==> config.mk <==
export PLATFORM = sky130hd
export DESIGN_NAME = pwm_updown_trig
export DESIGN_NICKNAME = d
export VERILOG_FILES = /design/src/rtl/pwm_tbase_pkg.sv /design/src/rtl/pwm_updown_cnt.sv /design/src/rtl/pwm_evt_mux.sv /design/src/rtl/pwm_evt_prescale.sv /design/src/rtl/pwm_updown_trig.sv
export SDC_FILE = /design/constraint.sdc
export NUM_CORES = 1
export LEC_CHECK = 0
export BUFFER_PORTS_ARGS = -buffer_cell sky130_fd_sc_hd__buf_2
export CAP_MARGIN = 25
export CORE_MARGIN = 2
export CORE_UTILIZATION = 52
export DETAILED_ROUTE_END_ITERATION = 10
export GPL_TIMING_DRIVEN = 0
export PLACE_DENSITY = 0.75
export SLEW_MARGIN = 5
export SYNTH_ARGS = -nofsm -noshare
export SYNTH_HDL_FRONTEND = slang
export SYNTH_SLANG_ARGS = --single-unit
==> constraint.sdc <==
create_clock -name clk -period 3.1 [get_ports clk]
set_input_delay 0.31 -clock clk [delete_from_list [all_inputs] [get_ports clk]]
set_output_delay 0.31 -clock clk [all_outputs]
set_load 0.01 [all_outputs]
==> src/rtl/pwm_tbase_pkg.sv <==
package pwm_tbase_pkg;

    typedef enum logic [1:0] {
        SRC_NONE = 2'b00,
        SRC_ZERO = 2'b01,
        SRC_PRD  = 2'b10,
        SRC_RSVD = 2'b11
    } evt_src_e;

endpackage

==> src/rtl/pwm_updown_cnt.sv <==
module pwm_updown_cnt #(
    parameter int CNT_W = 16
) (
    input  logic             clk,
    input  logic             rst_n,
    input  logic             tick,
    input  logic             prd_wr,
    input  logic [CNT_W-1:0] prd_wdata,
    output logic [CNT_W-1:0] cnt,
    output logic             down,
    output logic             prd_hit,
    output logic             zero_hit
);
    localparam logic [CNT_W-1:0] ONE = {{(CNT_W-1){1'b0}}, 1'b1};

    typedef struct packed {
        logic [CNT_W-1:0] cnt;
        logic             down;
        logic [CNT_W-1:0] act;
        logic [CNT_W-1:0] shd;
    } ctr_st_t;

    ctr_st_t st_d, st_q;

    always_comb begin
        st_d     = st_q;
        prd_hit  = 1'b0;
        zero_hit = 1'b0;
        if (prd_wr) begin
            st_d.shd = prd_wdata;
        end
        if (tick) begin
            if (st_q.cnt == '0) begin
                // bottom of the ramp: load the shadow period here
                st_d.act  = st_q.shd;
                st_d.down = 1'b0;
                if (st_q.shd != '0) begin
                    st_d.cnt = ONE;
                    zero_hit = 1'b1;
                end
            end else if (!st_q.down && (st_q.cnt >= st_q.act)) begin
                // top of the ramp: turn around immediately
                st_d.down = 1'b1;
                st_d.cnt  = st_q.cnt - ONE;
                prd_hit   = 1'b1;
            end else if (st_q.down) begin
                st_d.cnt = st_q.cnt - ONE;
            end else begin
                st_d.cnt = st_q.cnt + ONE;
            end
        end
    end

    always_ff @(posedge clk) begin
        if (!rst_n) begin
            st_q <= '0;
        end else begin
            st_q <= st_d;
        end
    end

    assign cnt  = st_q.cnt;
    assign down = st_q.down;
endmodule

==> src/rtl/pwm_evt_mux.sv <==
module pwm_evt_mux
    import pwm_tbase_pkg::*;
(
    input  logic [1:0] evt_sel,
    input  logic       prd_hit,
    input  logic       zero_hit,
    output logic       evt
);
    evt_src_e src;

    always_comb begin
        src = evt_src_e'(evt_sel);
        unique case (src)
            SRC_PRD:  evt = prd_hit;
            SRC_ZERO: evt = zero_hit;
            default:  evt = 1'b0;
        endcase
    end
endmodule

==> src/rtl/pwm_evt_prescale.sv <==
module pwm_evt_prescale #(
    parameter int DIV_W = 2
) (
    input  logic             clk,
    input  logic             rst_n,
    input  logic             evt,
    input  logic             evt_en,
    input  logic [DIV_W-1:0] evt_div,
    input  logic             flag_clr,
    output logic             trig,
    output logic             flag
);
    localparam logic [DIV_W-1:0] ONE = {{(DIV_W-1){1'b0}}, 1'b1};

    typedef struct packed {
        logic [DIV_W-1:0] pc;
        logic             trig;
        logic             flag;
    } psc_st_t;

    psc_st_t st_d, st_q;

    always_comb begin
        st_d      = st_q;
        st_d.trig = 1'b0;
        if (!evt_en || (evt_div == '0)) begin
            st_d.pc = '0;
        end else if (evt) begin
            if ((st_q.pc + ONE) >= evt_div) begin
                st_d.trig = 1'b1;
                st_d.pc   = '0;
            end else begin
                st_d.pc = st_q.pc + ONE;
            end
        end
        if (st_d.trig) begin
            st_d.flag = 1'b1;
        end else if (flag_clr) begin
            st_d.flag = 1'b0;
        end
    end

    always_ff @(posedge clk) begin
        if (!rst_n) begin
            st_q <= '0;
        end else begin
            st_q <= st_d;
        end
    end

    assign trig = st_q.trig;
    assign flag = st_q.flag;
endmodule

==> src/rtl/pwm_updown_trig.sv <==
module pwm_updown_trig #(
    parameter int CNT_W = 16,
    parameter int DIV_W = 2
) (
    input  logic             clk,
    input  logic             rst_n,
    input  logic             sync_en,
    input  logic             prd_wr,
    input  logic [CNT_W-1:0] prd_wdata,
    input  logic [1:0]       evt_sel,
    input  logic             evt_en,
    input  logic [DIV_W-1:0] evt_div,
    input  logic             flag_clr,
    output logic [CNT_W-1:0] cnt_o,
    output logic             dir_down_o,
    output logic             trig_o,
    output logic             flag_o
);
    logic prd_hit, zero_hit, evt;

    pwm_updown_cnt #(.CNT_W(CNT_W)) u_cnt (
        .clk       (clk),
        .rst_n     (rst_n),
        .tick      (sync_en),
        .prd_wr    (prd_wr),
        .prd_wdata (prd_wdata),
        .cnt       (cnt_o),
        .down      (dir_down_o),
        .prd_hit   (prd_hit),
        .zero_hit  (zero_hit)
    );

    pwm_evt_mux u_mux (
        .evt_sel  (evt_sel),
        .prd_hit  (prd_hit),
        .zero_hit (zero_hit),
        .evt      (evt)
    );

    pwm_evt_prescale #(.DIV_W(DIV_W)) u_psc (
        .clk      (clk),
        .rst_n    (rst_n),
        .evt      (evt),
        .evt_en   (evt_en),
        .evt_div  (evt_div),
        .flag_clr (flag_clr),
        .trig     (trig_o),
        .flag     (flag_o)
    );
endmodule

==> results.cfg <==
[timing]
rsz0062_at_grt = no
slew_viol_final = 0
fin_crit_sh_pct = 94.7
worst_pin_slew_ps = 716
fmax_mhz = 341
setup_viol = 0
skew_ps = 14.1
slew_headroom_pct = 51.8
fin_crit_ps = 2940
hold_violations = 0
setup_tns_ps = 0

[worst_setup_path]
worst_ep_arrival_time_ps = 3150
reg2reg_from = u_cnt.cnt[0]$_SDFFE_PN0P_
cp_max_fo = 8
path_cells = inv_1, ha_1, nand2b_4, a2111oi_4, o32ai_2, nor2_2, mux2i_1, mux2_2
critPathLaunchType = flip-flop
ff2ff_path_depth = 8
crit_type = reg -> reg
cp.required_ps = 3320
r2r-end = u_cnt.cnt[13]$_SDFFE_PN0P_
r2r_setup_slack_ps = 160
cp_slowest_stage_delay_ps = 560
critPathCaptureType = flip-flop
cp_slowest_cell = dfxtp_1

[floorplanning]
core_um2 = 6760
fp.dieW_um = 87.2
io-pin-count = 45
rows = 30
dieHeight_um = 87.2
initial_core_util_pct = 53.3
dieArea_um2 = 7610

[synthesis]
synthAdderAreaFrac_pct = 7.29
synth_top_family_by_area = simple AND/OR/NAND/NOR gates
yosysUniqueCellTypes = 84
synth_flop_cell = dfxtp_1
synth-seq-cells = 53
synthCells = 430
synthSimpleGateAreaFrac_pct = 26.5
synth_area_um2 = 3600
yosys.area_share.xor_xnor_pct = 0.729
synth.avg_cell_area_um2 = 8.38
synth_edf_count = 0
synthMuxAreaShare_pct = 7.02
async_reset_ff_share_pct = 0
synth_nets = 477
synth_compound_area_share_pct = 20.0
yosysSeqAreaShare_pct = 29.5
ys_warn_count = 0

[routing]
drtIter0Drc = 168
via_per_inst = 5.89
vias = 3295
wl_per_cell_um = 15.5
antenna_left = 0
first_pass_iters = 4
drc = 0
drt_wl_total_um = 8660

[final_layout]
nFillCells = 646
n_antenna_cell = 0
drive_above_1_share_pct = 21.7
area_delta_synth_final_pct = 11.0
finish.utilization_pct = 59.2
nNetsFinal = 526

[worst_hold_path]
holdPathStages = 3
hp-class = in -> reg
hold_start = prd_wdata[3]
min_to = u_cnt.st_q[3]$_SDFFE_PN0P_

[run]
drv_cap = 0

[cts]
clk_pin_slew_ps = 100
clk_latency_ps = 320
cts_tree = done
postCtsSetupRepairBufs = 0
cts_resized = 0
postCtsHoldBufs = 0
clockBufferDepth = 2
htree_levels = 2
cts_buffers = 5
clock_sinks = 53
root_buffer = clkbuf_8

[global_route]
antenna_found_initial = 0
grt_use_total_pct = 23.6
grt_max_degree = 17
grt_pass1_wl_um = 14400
overflow = 0
grt_pass1_vias = 3094

[place]
dpl.hpwl_um = 6610
place_congestion = 0.911
portBuffers = 42

[pwr]
powerDensity_nw_per_um2 = 1300
p_leak_nw = 1.71
total_power_mw = 5.18
vdd.ir_drop.worst_mv = 0.601

[run_status]
status = finished clean
[worst max-delay path: cells and delay by family (launching register included)]
kind / cells / cell delay [ps]
compound gates: 2 / 700
mux: 2 / 630
flops: 1 / 560
simple gates: 2 / 470
fa+ha+maj: 1 / 310
buf+inv: 1 / 150
[metal layers]
| metal | routed length [um] | part of all wire [%] | global-route usage [%] | vias up |
|---|---|---|---|---|
| li1 | - | - | - | 1636 |
| met1 | 3850 | 45 | 30.2 | 1514 |
| met2 | 4040 | 47 | 39.8 | 125 |
| met3 | 589 | 6.8 | 4.83 | 20 |
| met4 | 171 | 2.0 | 7.69 | 0 |
| met5 | 0 | 0 | 0 | - |
[cells in the mapped netlist, drive strengths merged, types with 3 or more instances]
cell type  count  area, um^2
a2111oi        4        80.1
a211o          3        27.5
a211oi         5        42.5
a21oi         28         151
and2           6        38.8
and4           4        38.8
buf           26         184
clkbuf        10        37.5
dfxtp         53        1060
ha            21         263
inv           26        97.6
mux2i         23         230
nand2         60         233
nand3         14        70.1
nand4          8        71.3
nor2          39         149
nor3          15        85.1
nor4          12        90.1
o211ai         5        42.5
o21a           3        22.5
o21ai          8        40.0
o31ai          4        43.8
or3            6        37.5
[where the power goes]
| group | switching, mW | internal (mW) | total (mW) |
|---|---|---|---|
| logic | 2.26 | 1.52 | 3.78 |
| clock network | 0.245 | 0.157 | 0.402 |
| registers | 0.198 | 0.804 | 1.00 |
| total | 2.71 | 2.48 | 5.18 |
[sequential cells by signal, summed over array words and instances, names as in the netlist]
signal	flops
u_psc.trig	1
u_cnt.down	1
u_cnt.cnt	16
u_psc.flag	1
u_cnt.st_q	32
u_psc.st_q	2
[metrics by stage]
step                area, um^2  hold slack [ps]  setup WS, ps  instances
floorplan                 3600              432           669        430
global placement          3910              440           223        552
detailed placement        3910              446           204        552
CTS                       4000              238           185        559
global route              4000              240          73.0        559
finish                    4000              237           163        559
[placed cells by master, fill, tap and decap left out, types with 3 or more instances in the layout]
master	count
a21oi_1	27
and2_1	5
nor2_1	38
nor3_1	13
mux2i_1	23
o211ai_1	4
clkbuf_8	5
ha_1	21
o21ai_0	8
o21a_1	3
buf_2	48
o31ai_1	3
nor4_1	11
inv_1	25
dfxtp_1	53
nand2_1	59
a211oi_1	4
buf_4	17
nand4_1	6
clkbuf_1	10
or3_1	6
nand3_1	14
[cell type report]
cell class                 count  area (um^2)  area share (%)
buffer                        36          221            5.54
clock buffer                   5         68.8            1.72
clock inverter                 2         16.3           0.407
inverter                      27          101            2.54
multi-input combinational    314         2220            55.5
sequential                    53         1060            26.5
tap                           80          100            2.50
timing repair buffer          42          210            5.26
[cells by family after synthesis]
logic type	after synthesis
compound gates	86
buf+inv	63
flops	53
mux	25
fa+ha+maj	21
simple gates	179
xor+xnor	3
[worst max-delay path by stage]
stage / from / endpoint / slack (ps) / depth (start not counted)
4_1_cts: u_cnt.cnt[0]$_SDFFE_PN0P_ / u_cnt.cnt[13]$_SDFFE_PN0P_ / 190 / 8
3_5_place_dp: u_cnt.cnt[0]$_SDFFE_PN0P_ / u_cnt.cnt[13]$_SDFFE_PN0P_ / 200 / 8
6_report: u_cnt.cnt[0]$_SDFFE_PN0P_ / u_cnt.cnt[13]$_SDFFE_PN0P_ / 160 / 8
5_1_grt: u_cnt.cnt[0]$_SDFFE_PN0P_ / u_cnt.cnt[13]$_SDFFE_PN0P_ / 70 / 8
2_1_floorplan: u_cnt.cnt[0]$_SDFFE_PN0P_ / u_cnt.cnt[13]$_SDFFE_PN0P_ / 670 / 8
3_3_place_gp: u_cnt.cnt[0]$_SDFFE_PN0P_ / u_cnt.cnt[13]$_SDFFE_PN0P_ / 220 / 8
Note: power is estimated with default switching activity, not from simulation.
